<file path="src/rtl/colrow_pkg.sv">
package colrow_pkg;

   // Flat index of the input bit at offset `row` of column `col`.
   function automatic int cr_src_bit(input int total_w, input int col_w,
                                     input int row, input int col);
      return total_w - 1 - (col * col_w + row);
   endfunction

   // Flat index of the output bit at position `col` of row `row`.
   function automatic int cr_dst_bit(input int total_w, input int num_cols,
                                     input int row, input int col);
      return total_w - 1 - (row * num_cols + col);
   endfunction

endpackage

</file>
<file path="src/rtl/colrow_gather.sv">
module colrow_gather #(
   parameter int TOTAL_W = 144,
   parameter int COL_W   = 6
) (
   input  logic [TOTAL_W-1:0] cols_i,
   output logic [TOTAL_W-1:0] rows_o
);
   import colrow_pkg::*;

   localparam int NUM_COLS = TOTAL_W / COL_W;

   for (genvar r = 0; r < COL_W; r++) begin : g_row
      for (genvar c = 0; c < NUM_COLS; c++) begin : g_col
         assign rows_o[cr_dst_bit(TOTAL_W, NUM_COLS, r, c)] =
                cols_i[cr_src_bit(TOTAL_W, COL_W, r, c)];
      end
   end

endmodule

</file>
<file path="src/rtl/colrow_hold_reg.sv">
module colrow_hold_reg #(
   parameter int W = 144
) (
   input  logic         clk_i,
   input  logic         rst_ni,
   input  logic         load_i,
   input  logic [W-1:0] d_i,
   output logic [W-1:0] q_o
);
   always_ff @(posedge clk_i or negedge rst_ni) begin
      if (!rst_ni)     q_o <= '0;
      else if (load_i) q_o <= d_i;
   end
endmodule

</file>
<file path="src/rtl/colrow_ctrl.sv">
module colrow_ctrl (
   input  logic clk_i,
   input  logic rst_ni,
   input  logic start_i,
   output logic done_o
);
   always_ff @(posedge clk_i or negedge rst_ni) begin
      if (!rst_ni) done_o <= 1'b0;
      else         done_o <= start_i;
   end
endmodule

</file>
<file path="src/rtl/colrow_transposer.sv">
module colrow_transposer #(
   parameter int WORD_W    = 48,
   parameter int COL_W     = 6,
   parameter int NUM_WORDS = 3
) (
   input  logic                        clk_i,
   input  logic                        rst_ni,
   input  logic                        start_i,
   input  logic [NUM_WORDS*WORD_W-1:0] col_words_i,
   output logic                        done_o,
   output logic [NUM_WORDS*WORD_W-1:0] row_words_o
);
   localparam int TOTAL_W  = NUM_WORDS * WORD_W;
   localparam int NUM_COLS = TOTAL_W / COL_W;

   initial begin
      assert (WORD_W % COL_W == 0)
         else $error("colrow_transposer: columns must not straddle words");
      assert (NUM_COLS > 0 && COL_W > 0)
         else $error("colrow_transposer: empty geometry");
   end

   logic [TOTAL_W-1:0] gathered;

   colrow_gather #(.TOTAL_W(TOTAL_W), .COL_W(COL_W)) gather_i (
      .cols_i (col_words_i),
      .rows_o (gathered)
   );

   colrow_hold_reg #(.W(TOTAL_W)) hold_i (
      .clk_i  (clk_i),
      .rst_ni (rst_ni),
      .load_i (start_i),
      .d_i    (gathered),
      .q_o    (row_words_o)
   );

   colrow_ctrl ctrl_i (
      .clk_i   (clk_i),
      .rst_ni  (rst_ni),
      .start_i (start_i),
      .done_o  (done_o)
   );

endmodule

</file>
<file path="config.mk">
export PLATFORM = sky130hd
export DESIGN_NAME = colrow_transposer
export DESIGN_NICKNAME = d
export VERILOG_FILES = /design/src/rtl/colrow_pkg.sv /design/src/rtl/colrow_gather.sv /design/src/rtl/colrow_hold_reg.sv /design/src/rtl/colrow_ctrl.sv /design/src/rtl/colrow_transposer.sv
export SDC_FILE = /design/constraint.sdc
export NUM_CORES = 1
export LEC_CHECK = 0
export BUFFER_PORTS_ARGS = -buffer_cell sky130_fd_sc_hd__buf_2
export CAP_MARGIN = 20
export CELL_PAD_IN_SITES_DETAIL_PLACEMENT = 2
export CELL_PAD_IN_SITES_GLOBAL_PLACEMENT = 2
export CORE_ASPECT_RATIO = 0.7
export CORE_UTILIZATION = 32
export CTS_CLUSTER_DIAMETER = 40
export DETAILED_ROUTE_END_ITERATION = 10
export HOLD_SLACK_MARGIN = 0.03
export PLACE_DENSITY_LB_ADDON = 0.1
export SLEW_MARGIN = 20
export SYNTH_ARGS = -nofsm -noshare
export SYNTH_HDL_FRONTEND = slang
export SYNTH_SLANG_ARGS = --single-unit
</file>
<file path="constraint.sdc">
create_clock -name clk_i -period 1.5 [get_ports clk_i]
set_clock_uncertainty 0.15 [all_clocks]
set_input_delay 0.075 -clock clk_i [delete_from_list [all_inputs] [get_ports clk_i]]
set_output_delay 0.075 -clock clk_i [all_outputs]
set_load 0.005 [all_outputs]
</file>
After elaboration in Yosys (flattened, before gate mapping)
Index checks and enable logic that the tools add are counted.
{ "totals": {"out_inout_bits": 145, "input_bits": 147, "elab_cells": 2, "ff_bits": 145} }

Logic depth before layout (Yosys ltp)
{ "depth": {"depth_word": 0, "ltp_mapped": 4, "mapped_depth_nobuf": 1} }

Hierarchy
From an unflattened synthesis, not the netlist that was laid out.
{ "unflattened": {"cells_unflattened": 449, "area_unflattened_um2": 6686.4} }
{ "modules_own_cells": {"columns": ["module", "area_per_inst_um2", "cells_per_inst", "n_inst", "seq_area_each_um2"], "rows": [
  ["colrow_hold_reg", 5580.4, 304, 1, 3603.5],
  ["colrow_gather", 1081.0, 144, 1, 0.0],
  ["colrow_ctrl", 25.0, 1, 1, 25.0]
]} }

Least setup slack after synthesis
Ideal clock, no wire load.
{ "synth_path": {"path_type": "input to register", "start": "in start_i", "end": "reg hold_i.q_o[100]", "arrival_ns": 0.772, "path_buffers": 3, "stages": 4, "setup_slack_ns": 0.452, "required_ns": 1.225, "setup_time_ns": 0.125, "cell_sequence": "buf_6 -> buf_6 -> buf_6 -> mux2_4"} }
{ "synth_rtl": {"columns": ["element", "line", "source"], "rows": [
  ["from (decl)", "colrow_transposer.sv:8", "input logic start_i,"],
  ["to (signal assigned)", "colrow_hold_reg.sv:12", "else if (load_i) q_o <= d_i;"],
  ["to (decl)", "colrow_hold_reg.sv:8", "output logic [W-1:0] q_o"]
]} }
No word-level cell between the ends.

==> impl_metrics.sql <==
INSERT INTO impl_metrics (metric_group, metric, value, unit) VALUES
('layout', 'share_of_post_route_cells_with_drive_strength_above_1', '61.2', '%'),
('place', 'port-buffer-count', '291', ''),
('logic_synthesis', 'syn-num-nets', '452', ''),
('logic_synthesis', 'synthCells', '305', ''),
('logic_synthesis', 'synth_top_cell_area_share', '64.7', '%'),
('floorplanning', 'core-area', '17200', 'um^2'),
('floorplanning', 'boundaryPins', '292', ''),
('cts', 'clk_buf_depth', '2', ''),
('worst_hold_path', 'hp-class', 'input port to flop', ''),
('sta', 'hold_viol', '0', ''),
('sta', 'report.final.slew_viol_count', '0', ''),
('logic_synthesis', 'synth_area', '5610', 'um^2'),
('cts', 'clk-insertion-delay-late', '0.42', 'ns'),
('floorplanning', 'die_h', '113', 'um'),
('setup_path', 'cp-end-kind', 'flop', ''),
('drt', 'dr.pass1.iters', '4', ''),
('floorplanning', 'rows', '40', ''),
('pwr', 'flop_pwr_share', '43.0', '%'),
('logic_synthesis', 'synth_seq_cells', '145', ''),
('drt', 'wl', '21.6', 'mm'),
('global_route', 'grt_use_total', '24.6', '%'),
('pwr', 'power.share.clock', '39.1', '%'),
('floorplanning', 'start_util', '32.7', '%'),
('layout', 'layout.cell_area.non_filler', '9590', 'um^2'),
('place', 'place_area', '7400', 'um^2'),
('logic_synthesis', 'synth_flop_cell', 'sky130_fd_sc_hd__dfrtp_1', ''),
('layout', 'nNetsFinal', '920', ''),
('logic_synthesis', 'post-synth-top-count-cell', 'sky130_fd_sc_hd__dfrtp_1', ''),
('sta', 'tightestPinTransition', '0.330', 'ns'),
('sta', 'setup-violations-final', '0', ''),
('floorplanning', 'floorplan.die_area', '18100', 'um^2'),
('cts', 'cts.htree.levels', '4', ''),
('pwr', 'static-leakage-power', '0.00471', 'uW'),
('logic_synthesis', 'netlist.top_cell.by_area', 'sky130_fd_sc_hd__dfrtp_1', ''),
('logic_synthesis', 'post_synth.cell_area_avg', '18.4', 'um^2'),
('cts', 'ctsRootBufferMaster', 'sky130_fd_sc_hd__clkbuf_16', ''),
('drt', 'num_vias', '4504', ''),
('drt', 'dr.first_iter.drc_count', '90', ''),
('sta', 'timing.final.crit_share', '98.6', '%'),
('sta', 'max_slew_margin', '78.0', '%'),
('sta', 'achievable-frequency', '0.676', 'GHz'),
('status', 'status', 'finished clean', ''),
('logic_synthesis', 'synth.cells.most_frequent', 'sky130_fd_sc_hd__dfrtp_1, sky130_fd_sc_hd__mux2_2, sky130_fd_sc_hd__mux2_4', ''),
('layout', 'area_growth_syn_to_layout', '71.2', '%'),
('setup_path', 'critical_path_arrival', '1.63', 'ns'),
('logic_synthesis', 'yosysSeqAreaShare', '64.7', '%'),
('setup_path', 'worstPathRequired', '1.65', 'ns'),
('pwr', 'power.density', '1100', 'nW/um^2'),
('logic_synthesis', 'synthArstFlopShare', '100', '%'),
('global_route', 'initial_antenna_violation_count', '1', ''),
('place', 'globalplace.congestion', '0.793', ''),
('cts', 'cts_buffers', '17', ''),
('place', 'place_hpwl', '12.0', 'mm'),
('logic_synthesis', 'synth-edff-count', '0', ''),
('sta', 'period_needed', '1.48', 'ns'),
('global_route', 'grt_max_degree', '52', ''),
('cts', 'clock_tree_from_tritoncts', 'done', ''),
('setup_path', 'setup.worst_path.start_class', 'flop', ''),
('logic_synthesis', 'number_of_different_library_cells_in_the_post_synthesis_netlist', '5', ''),
('pwr', 'switchingPower', '2690', 'uW'),
('sta', 'grt_setup_unrepaired', 'true', ''),
('floorplanning', 'floorplan.die.width', '160', 'um'),
('pwr', 'power.switching_fraction', '25.4', '%'),
('setup_path', 'crit_fanout', '2', ''),
('global_route', 'grt_pass1_vias', '5512', ''),
('logic_synthesis', 'synth-warning-count', '0', ''),
('cts', 'cts_num_sinks', '145', ''),
('global_route', 'grt_first_pass_wirelength', '32.9', 'mm'),
('cts', 'clk_pin_slew', '0.06', 'ns'),
('drt', 'route.detailed.wl_per_inst', '21.2', 'um'),
('pwr', 'p_int', '7900', 'uW'),
('setup_path', 'worst-setup-path-type', 'flop to flop', ''),
('layout', 'postLayoutCoreUtil', '55.9', '%'),
('sta', 'hold_ws', '0.127', 'ns'),
('pwr', 'power.ir.vdd_worst', '0.000671', 'V'),
('logic_synthesis', 'ys_top_cells_by_area', 'sky130_fd_sc_hd__dfrtp_1, sky130_fd_sc_hd__mux2_2, sky130_fd_sc_hd__mux2_4', ''),
('flow_run', 'max_cap_violations', '0', ''),
('drt', 'viasPerCell', '4.42', ''),
('pwr', 'combinationalPowerShare', '17.9', '%'),
('global_route', 'globalRoute.totalOverflow', '0', ''),
('drt', 'number_of_remaining_drc_errors', '0', ''),
('drt', 'ant_nets', '0', '');
## cells by family after synthesis
group / synth area share [%]
buf+inv: 2.32
flops: 64.7
mux: 32.9
## critical path: stages (launching register included)
cell and delay [ns]:
sky130_fd_sc_hd__dfrtp_1 0.38, sky130_fd_sc_hd__mux2_2 0.26, sky130_fd_sc_hd__dlygate4sd3_1 0.57
## flip-flops by register name, summed over array words and instances (netlist names)
signal / count
hold_i.q_o: 144
ctrl_i.done_o: 1
## cell usage in the layout, fill, tap and decap left out
| cell | instances |
|---|---|
| sky130_fd_sc_hd__clkinv_2 | 2 |
| sky130_fd_sc_hd__mux2_4 | 60 |
| sky130_fd_sc_hd__inv_6 | 1 |
| sky130_fd_sc_hd__clkbuf_16 | 17 |
| sky130_fd_sc_hd__mux2_2 | 84 |
| sky130_fd_sc_hd__bufinv_16 | 1 |
| sky130_fd_sc_hd__buf_6 | 1 |
| sky130_fd_sc_hd__clkbuf_1 | 1 |
| sky130_fd_sc_hd__clkinvlp_4 | 3 |
| sky130_fd_sc_hd__diode_2 | 1 |
| sky130_fd_sc_hd__dlygate4sd3_1 | 159 |
| sky130_fd_sc_hd__dfrtp_1 | 145 |
| sky130_fd_sc_hd__buf_2 | 289 |
| sky130_fd_sc_hd__clkbuf_8 | 4 |
| sky130_fd_sc_hd__buf_4 | 9 |
| sky130_fd_sc_hd__buf_12 | 6 |
| sky130_fd_sc_hd__clkinv_4 | 4 |
## power by group through the flow
| stage | Sequential, uW | Clock, uW | Combinational, uW |
|---|---|---|---|
| after floorplan | 4600 | 0 | 596 |
| after global placement | 4550 | 0 | 1420 |
| after detailed placement | 4580 | 0 | 1480 |
| after CTS | 4530 | 4230 | 1850 |
| after global routing | 4590 | 4430 | 2030 |
| final | 4550 | 4140 | 1900 |
## path summary, 6_finish.rpt
check / from / end / slack, ns / cells after the start
hold reg to reg: hold_i.q_o[141] / hold_i.q_o[141] / 0.36 / 1
max in group asynchronous: rst_ni / hold_i.q_o[80] / 0.08 / 4
hold / removal: start_i / hold_i.q_o[108] / 0.13 / 3
setup reg to reg: hold_i.q_o[24] / hold_i.q_o[24] / 0.02 / 2
setup / recovery: hold_i.q_o[24] / hold_i.q_o[24] / 0.02 / 2
min in group asynchronous: rst_ni / hold_i.q_o[53] / 0.53 / 3
## through the flow
stage	setup TNS (ns)	cells	power, uW	setup slack [ns]
after floorplan	0	305	5190	0.452
after global placement	0	823	5980	0.241
after detailed placement	0	823	6060	0.209
after CTS	0	1018	10600	0.0108
after global routing	-0.0796	1018	11100	-0.00783
final	0	1018	10600	0.0205
## cell type report
type | instances | area (um^2)
diodes | 1 | 2.50
clock buffers | 21 | 470
clock inverters | 11 | 106
fillers | 1589 | 7570
multi-input cells | 144 | 1850
flip-flops and latches | 145 | 3630
well taps | 231 | 289
repair buffers | 465 | 3250
## timing repair
action / CTS / global route
hold buffers: 163 / 1
resized for setup: 0 / 1
setup buffers: 0 / 3
hold endpoints to repair: 290 / 5
setup endpoints to repair: 0 / 48
## per-layer routing
metal | part of all wire, % | track usage, %
met3 | 5.7 | 7.33
met5 | 0 | 0
met2 | 56 | 47.5
met4 | 1.9 | 8.25
met1 | 36 | 25.4
Power figures use the tool's default switching activity.
